### src/rtl/lsu_pkg.sv
package lsu_pkg;

  localparam int ADDR_W = 16;
  localparam int BYTE_W = 8;
  localparam int OP_W   = 5;
  localparam int COST_W = 5;

  typedef enum logic [OP_W-1:0] {
    OP_MOVE      = 5'd0,
    OP_IMM8      = 5'd1,
    OP_RD_HL     = 5'd2,
    OP_WR_HL     = 5'd3,
    OP_WR_HL_IMM = 5'd4,
    OP_RD_BC     = 5'd5,
    OP_RD_DE     = 5'd6,
    OP_WR_BC     = 5'd7,
    OP_WR_DE     = 5'd8,
    OP_RD_ABS    = 5'd9,
    OP_WR_ABS    = 5'd10,
    OP_RD_HI_IMM = 5'd11,
    OP_WR_HI_IMM = 5'd12,
    OP_RD_HI_C   = 5'd13,
    OP_WR_HI_C   = 5'd14,
    OP_RD_HL_INC = 5'd15,
    OP_RD_HL_DEC = 5'd16,
    OP_WR_HL_INC = 5'd17,
    OP_WR_HL_DEC = 5'd18,
    OP_PUSH      = 5'd19,
    OP_POP       = 5'd20
  } lsu_op_e;

  localparam logic [COST_W-1:0] COST_REG    = 5'd4;
  localparam logic [COST_W-1:0] COST_IMM8   = 5'd8;
  localparam logic [COST_W-1:0] COST_PTR    = 5'd8;
  localparam logic [COST_W-1:0] COST_HL_IMM = 5'd12;
  localparam logic [COST_W-1:0] COST_ABS    = 5'd16;
  localparam logic [COST_W-1:0] COST_HI_IMM = 5'd12;
  localparam logic [COST_W-1:0] COST_HI_C   = 5'd8;
  localparam logic [COST_W-1:0] COST_PUSH   = 5'd16;
  localparam logic [COST_W-1:0] COST_POP    = 5'd12;

  // Everything the sequencer needs about one accepted operation.
  typedef struct packed {
    logic              mem;
    logic              wr;
    logic              two;
    logic [ADDR_W-1:0] addr;
    logic              hl_upd;
    logic [ADDR_W-1:0] hl_val;
    logic              sp_upd;
    logic [ADDR_W-1:0] sp_val;
    logic [COST_W-1:0] cost;
  } lsu_plan_t;

endpackage

### src/rtl/lsu_wrap_add.sv
// Modulo-2^W adder; carry out is discarded on purpose.
module lsu_wrap_add #(
  parameter int W = 16
) (
  input  logic [W-1:0] a,
  input  logic [W-1:0] b,
  output logic [W-1:0] y
);
  assign y = a + b;
endmodule

### src/rtl/lsu_decode.sv
module lsu_decode
  import lsu_pkg::*;
#(
  parameter logic [ADDR_W-1:0] HIGH_BASE = 16'hFF00
) (
  input  logic [OP_W-1:0]   op,
  input  logic [ADDR_W-1:0] bc,
  input  logic [ADDR_W-1:0] de,
  input  logic [ADDR_W-1:0] hl,
  input  logic [ADDR_W-1:0] sp,
  input  logic [BYTE_W-1:0] c_reg,
  input  logic [BYTE_W-1:0] imm8,
  input  logic [ADDR_W-1:0] imm16,
  output lsu_plan_t         plan
);
  // Adder slots: 0 HL+1, 1 HL-1, 2 SP-2, 3 SP+2, 4 high+imm8, 5 high+C
  localparam int N_ADD = 6;
  localparam logic [ADDR_W-1:0] ONE    = ADDR_W'(1);
  localparam logic [ADDR_W-1:0] MINUS1 = {ADDR_W{1'b1}};
  localparam logic [ADDR_W-1:0] TWO    = ADDR_W'(2);
  localparam logic [ADDR_W-1:0] MINUS2 = ~ADDR_W'(1);

  logic [ADDR_W-1:0] add_a [N_ADD];
  logic [ADDR_W-1:0] add_b [N_ADD];
  logic [ADDR_W-1:0] add_y [N_ADD];

  always_comb begin
    add_a[0] = hl;        add_b[0] = ONE;
    add_a[1] = hl;        add_b[1] = MINUS1;
    add_a[2] = sp;        add_b[2] = MINUS2;
    add_a[3] = sp;        add_b[3] = TWO;
    add_a[4] = HIGH_BASE; add_b[4] = {{(ADDR_W-BYTE_W){1'b0}}, imm8};
    add_a[5] = HIGH_BASE; add_b[5] = {{(ADDR_W-BYTE_W){1'b0}}, c_reg};
  end

  for (genvar g = 0; g < N_ADD; g++) begin : g_add
    lsu_wrap_add #(.W(ADDR_W)) u_add (
      .a(add_a[g]),
      .b(add_b[g]),
      .y(add_y[g])
    );
  end

  always_comb begin
    plan      = '0;
    plan.cost = COST_REG;
    case (op)
      OP_MOVE: plan.cost = COST_REG;
      OP_IMM8: plan.cost = COST_IMM8;
      OP_RD_HL, OP_WR_HL: begin
        plan.mem  = 1'b1;
        plan.wr   = (op == OP_WR_HL);
        plan.addr = hl;
        plan.cost = COST_PTR;
      end
      OP_WR_HL_IMM: begin
        plan.mem  = 1'b1;
        plan.wr   = 1'b1;
        plan.addr = hl;
        plan.cost = COST_HL_IMM;
      end
      OP_RD_BC, OP_WR_BC: begin
        plan.mem  = 1'b1;
        plan.wr   = (op == OP_WR_BC);
        plan.addr = bc;
        plan.cost = COST_PTR;
      end
      OP_RD_DE, OP_WR_DE: begin
        plan.mem  = 1'b1;
        plan.wr   = (op == OP_WR_DE);
        plan.addr = de;
        plan.cost = COST_PTR;
      end
      OP_RD_ABS, OP_WR_ABS: begin
        plan.mem  = 1'b1;
        plan.wr   = (op == OP_WR_ABS);
        plan.addr = imm16;
        plan.cost = COST_ABS;
      end
      OP_RD_HI_IMM, OP_WR_HI_IMM: begin
        plan.mem  = 1'b1;
        plan.wr   = (op == OP_WR_HI_IMM);
        plan.addr = add_y[4];
        plan.cost = COST_HI_IMM;
      end
      OP_RD_HI_C, OP_WR_HI_C: begin
        plan.mem  = 1'b1;
        plan.wr   = (op == OP_WR_HI_C);
        plan.addr = add_y[5];
        plan.cost = COST_HI_C;
      end
      OP_RD_HL_INC, OP_WR_HL_INC: begin
        plan.mem    = 1'b1;
        plan.wr     = (op == OP_WR_HL_INC);
        plan.addr   = hl;
        plan.hl_upd = 1'b1;
        plan.hl_val = add_y[0];
        plan.cost   = COST_PTR;
      end
      OP_RD_HL_DEC, OP_WR_HL_DEC: begin
        plan.mem    = 1'b1;
        plan.wr     = (op == OP_WR_HL_DEC);
        plan.addr   = hl;
        plan.hl_upd = 1'b1;
        plan.hl_val = add_y[1];
        plan.cost   = COST_PTR;
      end
      OP_PUSH: begin
        // pre-decrement: beats start at the new SP
        plan.mem    = 1'b1;
        plan.wr     = 1'b1;
        plan.two    = 1'b1;
        plan.addr   = add_y[2];
        plan.sp_upd = 1'b1;
        plan.sp_val = add_y[2];
        plan.cost   = COST_PUSH;
      end
      OP_POP: begin
        // post-increment: beats start at the old SP
        plan.mem    = 1'b1;
        plan.two    = 1'b1;
        plan.addr   = sp;
        plan.sp_upd = 1'b1;
        plan.sp_val = add_y[3];
        plan.cost   = COST_POP;
      end
      default: plan.cost = COST_REG;
    endcase
  end

endmodule

### src/rtl/lsu_seq.sv
module lsu_seq
  import lsu_pkg::*;
(
  input  logic              clk,
  input  logic              rst_n,
  input  logic              accept,
  input  lsu_plan_t         plan_in,
  output logic              idle,
  output logic              mem_en,
  output logic              mem_wr,
  output logic [ADDR_W-1:0] mem_addr,
  output logic              mem_hi,
  output logic              done,
  output logic              hl_we,
  output logic [ADDR_W-1:0] hl_val,
  output logic              sp_we,
  output logic [ADDR_W-1:0] sp_val,
  output logic [COST_W-1:0] cost
);
  typedef enum logic [1:0] {PH_IDLE, PH_FIRST, PH_SECOND} phase_e;

  phase_e            phase;
  lsu_plan_t         plan_q;
  logic [ADDR_W-1:0] addr_next;
  logic              last;
  logic              active;

  lsu_wrap_add #(.W(ADDR_W)) u_next (
    .a(plan_q.addr),
    .b(ADDR_W'(1)),
    .y(addr_next)
  );

  always_ff @(posedge clk) begin
    if (!rst_n) begin
      phase  <= PH_IDLE;
      plan_q <= '0;
    end else begin
      case (phase)
        PH_IDLE: if (accept) begin
          plan_q <= plan_in;
          phase  <= PH_FIRST;
        end
        PH_FIRST: phase <= plan_q.two ? PH_SECOND : PH_IDLE;
        default:  phase <= PH_IDLE;
      endcase
    end
  end

  always_comb begin
    idle     = (phase == PH_IDLE);
    active   = !idle;
    last     = (phase == PH_SECOND) || (phase == PH_FIRST && !plan_q.two);
    mem_en   = active && plan_q.mem;
    mem_wr   = mem_en && plan_q.wr;
    mem_hi   = mem_en && (phase == PH_SECOND);
    mem_addr = '0;
    if (mem_en) mem_addr = (phase == PH_SECOND) ? addr_next : plan_q.addr;
    done     = last;
    hl_we    = last && plan_q.hl_upd;
    hl_val   = hl_we ? plan_q.hl_val : '0;
    sp_we    = last && plan_q.sp_upd;
    sp_val   = sp_we ? plan_q.sp_val : '0;
    cost     = last ? plan_q.cost : '0;
  end

endmodule

### src/rtl/lsu_ea_unit.sv
module lsu_ea_unit
  import lsu_pkg::*;
#(
  parameter logic [ADDR_W-1:0] HIGH_BASE = 16'hFF00
) (
  input  logic              clk,
  input  logic              rst_n,
  input  logic              in_valid,
  output logic              in_ready,
  input  logic [OP_W-1:0]   in_op,
  input  logic [ADDR_W-1:0] in_bc,
  input  logic [ADDR_W-1:0] in_de,
  input  logic [ADDR_W-1:0] in_hl,
  input  logic [ADDR_W-1:0] in_sp,
  input  logic [BYTE_W-1:0] in_c,
  input  logic [BYTE_W-1:0] in_imm8,
  input  logic [ADDR_W-1:0] in_imm16,
  output logic              mem_en,
  output logic              mem_wr,
  output logic [ADDR_W-1:0] mem_addr,
  output logic              mem_hi,
  output logic              done,
  output logic              hl_we,
  output logic [ADDR_W-1:0] hl_val,
  output logic              sp_we,
  output logic [ADDR_W-1:0] sp_val,
  output logic [COST_W-1:0] cost
);
  lsu_plan_t plan;
  logic      idle;
  logic      accept;

  assign in_ready = idle;
  assign accept   = in_valid && idle;

  lsu_decode #(.HIGH_BASE(HIGH_BASE)) u_dec (
    .op(in_op), .bc(in_bc), .de(in_de), .hl(in_hl), .sp(in_sp),
    .c_reg(in_c), .imm8(in_imm8), .imm16(in_imm16), .plan(plan)
  );

  lsu_seq u_seq (
    .clk(clk), .rst_n(rst_n), .accept(accept), .plan_in(plan),
    .idle(idle), .mem_en(mem_en), .mem_wr(mem_wr), .mem_addr(mem_addr),
    .mem_hi(mem_hi), .done(done), .hl_we(hl_we), .hl_val(hl_val),
    .sp_we(sp_we), .sp_val(sp_val), .cost(cost)
  );

endmodule

### config.mk
export PLATFORM = sky130hd
export DESIGN_NAME = lsu_ea_unit
export DESIGN_NICKNAME = d
export VERILOG_FILES = /design/src/rtl/lsu_pkg.sv /design/src/rtl/lsu_wrap_add.sv /design/src/rtl/lsu_decode.sv /design/src/rtl/lsu_seq.sv /design/src/rtl/lsu_ea_unit.sv
export SDC_FILE = /design/constraint.sdc
export NUM_CORES = 1
export LEC_CHECK = 0
export ABC_AREA = 0
export ABC_CLOCK_PERIOD_IN_PS = 4000
export BUFFER_PORTS_ARGS = -buffer_cell sky130_fd_sc_hd__buf_2
export CAP_MARGIN = 10
export CORE_MARGIN = 3
export CORE_UTILIZATION = 56
export CTS_BUF_LIST = sky130_fd_sc_hd__clkbuf_8 sky130_fd_sc_hd__clkbuf_16
export DETAILED_ROUTE_END_ITERATION = 10
export PLACE_DENSITY = 0.88
export SLEW_MARGIN = 30
export SYNTH_ARGS = -nofsm -noshare
export SYNTH_HDL_FRONTEND = slang
export SYNTH_HIERARCHICAL = 1
export SYNTH_SLANG_ARGS = --single-unit
### constraint.sdc
create_clock -name clk -period 4 [get_ports clk]
set_input_delay 0.6 -clock clk [delete_from_list [all_inputs] [get_ports clk]]
set_output_delay 0.6 -clock clk [all_outputs]
set_load 0.05 [all_outputs]
Word-level counts from Yosys, hierarchy flattened

Cells that the tools add are included.

Register bits after elaboration: 60

Equality and inequality tests: 23
Add/subtract/negate cells: 7
Muxes and demuxes: 15
Reductions and logical operators: 27

Operators by type and width:

| operator                                            | number |
|---|---|
| one-hot mux 16 bit (8 select lines)                 | 1 |
| one-hot mux 17 bit (2 select lines)                 | 2 |
| two-way mux 16 bit                                  | 4 |
| equality test 5 x 4 -> 1 bit, second input constant | 8 |
| adder 16 x 1 -> 16 bit, second input constant       | 2 |
| adder 16 bit, second input constant                 | 2 |
| equality test 5 bit, second input constant          | 5 |
| adder 9 x 9 -> 10 bit, first input constant         | 2 |
| equality test 5 x 3 -> 1 bit, second input constant | 4 |
| OR reduction 2 bit                                  | 10 |
| OR reduction 19 bit                                 | 1 |
| adder 16 x 2 -> 16 bit, second input constant       | 1 |
| one-hot mux 5 bit (3 select lines)                  | 1 |
| OR reduction 13 bit                                 | 1 |
| equality test 5 x 2 -> 1 bit, second input constant | 2 |
| one-hot mux 1 bit (9 select lines)                  | 1 |
| logical AND 1 bit                                   | 7 |
| OR reduction 7 bit                                  | 1 |
| equality test 5 x 1 -> 1 bit, second input constant | 1 |
| two-way mux 5 bit                                   | 1 |
| two-way mux 2 bit                                   | 2 |
| one-hot mux 2 bit (2 select lines)                  | 1 |
| OR reduction 4 bit                                  | 1 |
| OR reduction 3 bit                                  | 1 |
| 8 further kinds                                     | 10 |

Depth between registers and ports, before layout

Depth in word-level cells: 5
Mapped depth: 12
Mapped depth without buffers: 12

By module

The synthesis kept the hierarchy.

Modules (own cells, without submodules):

| module                                  | cells each | times used | seq. area each (sq um) | area an instance (sq um) |
|---|---|---|---|---|
| lsu_wrap_add (u_dec.g_add[0].u_add ...) | 104        | 6          | 0.0                    | 805.8 |
| lsu_seq                                 | 407        | 1          | 1201.2                 | 3324.4 |
| lsu_decode                              | 212        | 1          | 0.0                    | 1655.3 |
| lsu_wrap_add (u_seq.u_next)             | 104        | 1          | 0.0                    | 809.5 |
| lsu_ea_unit                             | 1          | 1          | 0.0                    | 6.3 |

Worst setup path before layout

OpenSTA, ideal clock, no wires.

Path kind: register to output
Start: register u_seq/plan_q[39] (netlist bit)
End: output mem_addr[12]
Path buffers: 0
Arrival: 2601 ps
Path slack: 799 ps
Stages on the path, launching flop included: 10
Data required time: 3400 ps
Cells stage by stage: dfxtp_1 -> ha_1 -> fa_1 -> a21o_1 -> a31oi_1 -> o21ba_2 -> o21ai_1 -> xor2_1 -> nand3b_1 -> a21oi_1

Cells in the longest elaborated chain, start to end: 3

Ends and longest elaborated chain:

| item                            | line              | text |
|---|---|---|
| start: declaration              | lsu_seq.sv:23     | `lsu_plan_t plan_q;` |
| start signal: assignment        | lsu_seq.sv:41     | `plan_q <= plan_in;` |
| adder 16 x 1 -> 16 bit          | lsu_wrap_add.sv:9 | `assign y = a + b;` |
| named net u_seq.addr_next[12]   | lsu_seq.sv:24     | `logic [ADDR_W-1:0] addr_next;` |
| two-way mux 16 bit (2 in a row) | lsu_seq.sv:58     | `if (mem_en) mem_addr = (phase == PH_SECOND) ? addr_next : plan_q.addr;` |
| end: declaration                | lsu_ea_unit.sv:20 | `output logic [ADDR_W-1:0] mem_addr,` |

The timed path passes the listed nets, and every way through them passes these cells.

Worst setup path after layout

Same ends and word-level chain as after synthesis.

==> results by group <==
Status
  • Status: completed

Setup path
  • CP Max Fanout: 3
  • Slowest CP cell: fa_1
  • WP data arrival: 2790 ps
  • Startpoint Class: flop
  • CP Cell Sequence: ha_1 -> fa_1 -> a21o_1 -> a31oi_1 -> o21ba_2 -> o21ai_1 -> xor2_1 -> nand3b_1 -> a21oi_1 -> buf_2
  • Worst Setup End Kind: output pin
  • CP Data Required Time: 3400 ps
  • FF-to-FF path depth: 6
  • Critical Path Max Stage Delay: about 420 ps
  • WS Path Type: reg2out

Pwr
  • VDD IR max: about 210 µV
  • P per Cell Area: 234 nW/µm²
  • Pleak: between 5 and 6 nW

Global route
  • Vias in the first global route: 9951
  • Largest net degree at the start of global routing: 118
  • GRT Residual Overflow: 0
  • Antenna violations before repair: 2
  • First-pass GRT wire length: around 49000 µm
  • Global-route usage over all layers: between 20 and 30%

Routing
  • Post-route ant nets: 0
  • Routed len/inst: 17.3 µm
  • Vias: around 11000
  • Post-route DRC: 0
  • Vias/cell: approximately 6
  • Detailed Routing Iterations Pass 1: 6
  • Routed WL: 31000 µm
  • Initial drt markers: 982

Timing
  • Max Fclk: 295 MHz
  • Tmin final: 3390 ps
  • Worst slew pin tran: about 950 ps
  • Max Slew Vio Count: 0
  • Final setup TNS: 0 ps
  • RSZ-0062 raised after global routing: false
  • Hold_ws: approximately 460 ps
  • Endpoints failing hold: 0
  • Tcrit/Tclk final: a little over four fifths
  • Final setup viols: 0
  • Worst Clk Skew: 5.89 ps
  • Slew HR: 36.5%

Logic synthesis
  • Register area share after synthesis: 11.3%
  • Post-synth EDFFs: 0
  • Syn Area/Cell: 7.89 µm²
  • Library cells used by synthesis: 63
  • Cell count after synthesis: ~1300
  • Yosys Warn Count: 6
  • Main flop type after synthesis: dfxtp_1
  • Ys async rst share: 0%
  • #FFs+latches synth: 60
  • Synthesized area: 10600 µm²

Floorplan
  • Io pins: 164
  • DIE HEIGHT: 144 µm
  • Die area: slightly above 20000 µm²
  • Num rows: 49
  • Starting Density: between 50% and 60%
  • Core area: 18300 µm²
  • Die Width: 144 µm

CTS
  • Post-CTS sizing: 0
  • Setup Fix Bufs, Post-CTS: 0
  • CTS sink cnt: 60
  • CTS tree: done
  • Clock tree buffer depth: 2
  • CTS buffer count: 9
  • Hold buffers post-CTS: 0
  • Htree depth: 3
  • CTS root buf: clkbuf_16
  • Worst-Skew Late Latency: 330 ps
  • Clock Pin Slew Worst Setup and Hold Paths: 60 ps

Placed design
  • GP Congestion: 1.01
  • Port Buf Inserts: ~160
  • DP HPWL: 24800 µm

Worst hold path
  • Hold crit path type: reg2reg
  • Hold path cells: 2

Finish
  • Nets: 1773
  • Layout cells sized above 1: 22.0%
  • Area Overhead vs Synth: 13.3%
  • Filler cell count: 1508

Flow run
  • Max Cap Viol: 0
## registers in the layout, indices dropped and copies added, names as in the netlist
register and cells:
u_seq/plan_q 58, u_seq/phase 2
## synthesized netlist by cell type (all sizes together) (2+ instances only)
master | instances | share of area [%]
a21oi | 122 | 6.0
nor3 | 32 | 2.9
and2 | 6 | 0.35
nor2 | 26 | 0.92
and4 | 7 | 0.58
a22oi | 48 | 3.4
dfxtp | 60 | 11
a21o | 35 | 2.5
nand4 | 14 | 0.82
mux2 | 16 | 1.7
o211ai | 22 | 2.2
o21bai | 7 | 0.49
nor4b | 7 | 0.99
fa | 7 | 1.3
a221o | 7 | 0.66
nand2 | 199 | 7.0
mux2i | 72 | 6.8
nor3b | 3 | 0.21
nand3b | 18 | 1.3
inv | 50 | 1.8
nor4 | 9 | 0.67
nand3 | 42 | 2.0
a22o | 32 | 2.6
xnor2 | 51 | 4.2
ha | 105 | 12
conb | 4 | 0.14
a21boi | 5 | 0.35
o21ai | 56 | 2.9
a211oi | 40 | 4.8
or2 | 10 | 0.59
o21a | 8 | 0.56
xor2 | 43 | 3.5
a211o | 7 | 0.58
or3b | 4 | 0.38
o2111ai | 23 | 2.5
clkbuf | 20 | 0.71
clkinv | 2 | 0.071
and4b | 7 | 0.66
a31oi | 14 | 0.82
o21ba | 7 | 0.66
nand2b | 5 | 0.29
buf | 90 | 5.0
## power by group
group          switching, mW  internal (mW)  total (mW)  leakage, nW
registers             0.0213          0.621       0.642        0.486
logic                  0.821          0.562        1.38         4.74
clock network          0.303          0.490       0.793        0.147
## logic make-up (layout without fill, tap and decap cells)
family	Yosys count	after routing	synth area share (%)
AOI/OAI and AO/OA	437	437	31.4
and+or+nand+nor	391	391	19.8
buffers and inverters	162	243	7.50
adders and majority gates	112	112	13.7
xor gates and xnor gates	94	94	7.74
muxes	88	88	8.47
DFF	60	60	11.3
other	4	138	0.141
## routing by layer
metal	track usage, %	vias to the layer above	routed length, µm
met5	0	-	12
met4	9.46	2	1020
met3	4.23	79	2580
met2	47.1	525	13800
met1	40.0	4992	13600
li1	-	5265	-
## worst max-delay path, delay by kind of cell, from the launching register on
family                     cells  cell delay [ps]
DFF                            1              320
xor gates and xnor gates       1              170
adders and majority gates      2              670
AOI/OAI and AO/OA              5              920
buffers and inverters          1              290
and+or+nand+nor                1              100
## cells in the final DEF (no fill, tap or decap), types with 16 or more instances in the layout
cell type  synthesis  final
nand3b_1          18     18
o21ai_1           28     28
a211oi_2          39     39
buf_2             67    162
nand3_1           42     42
mux2_2            16     16
conb_1             4    137
a22o_1            32     32
xnor2_1           51     51
a22oi_1           48     48
a21oi_1          115    115
xor2_1            43     43
inv_1             49     49
ha_1             105    105
a21o_1            35     35
nand2_1          199    199
dfxtp_1           60     60
nor3_2            28     28
o21ai_0           21     21
nor2_1            26     26
mux2i_1           72     72
## area by class of cell
class                      instances  area (µm²)  area share (%)
inverter                          52         195            1.62
multi-input combinational       1259        9140            75.9
tap                              229         287            2.38
clock inverter                     7        81.3           0.675
antenna                            1        2.50          0.0208
sequential                        60        1200            9.97
timing repair buffer             175         912            7.57
clock buffer                       9         225            1.87
## final timing paths
| kind | start | slack, ps | to |
|---|---|---|---|
| worst min register to register | u_seq/plan_q[0] | 460 | u_seq/plan_q[0] |
| worst max-delay path | u_seq/plan_q[39] | 610 | mem_addr[12] |
| worst min-delay path | u_seq/plan_q[0] | 460 | u_seq/plan_q[0] |
| worst max register to register | u_seq/phase[0] | 2070 | u_seq/plan_q[10] |
## per-stage QoR
step                      cells  setup WS (ps)  util [%]  cell area (µm²)  total power, mW
after floorplan            1481            799         -            11100             1.72
after global placement     1775           1060      64.0            11700             1.93
after detailed placement   1775            969      64.0            11700             1.95
after CTS                  1791            610      65.7            12000             2.74
after global routing       1792            466      65.7            12000             2.98
final                      1792            610      65.7            12000             2.82
Power figures use the tool's default switching activity.
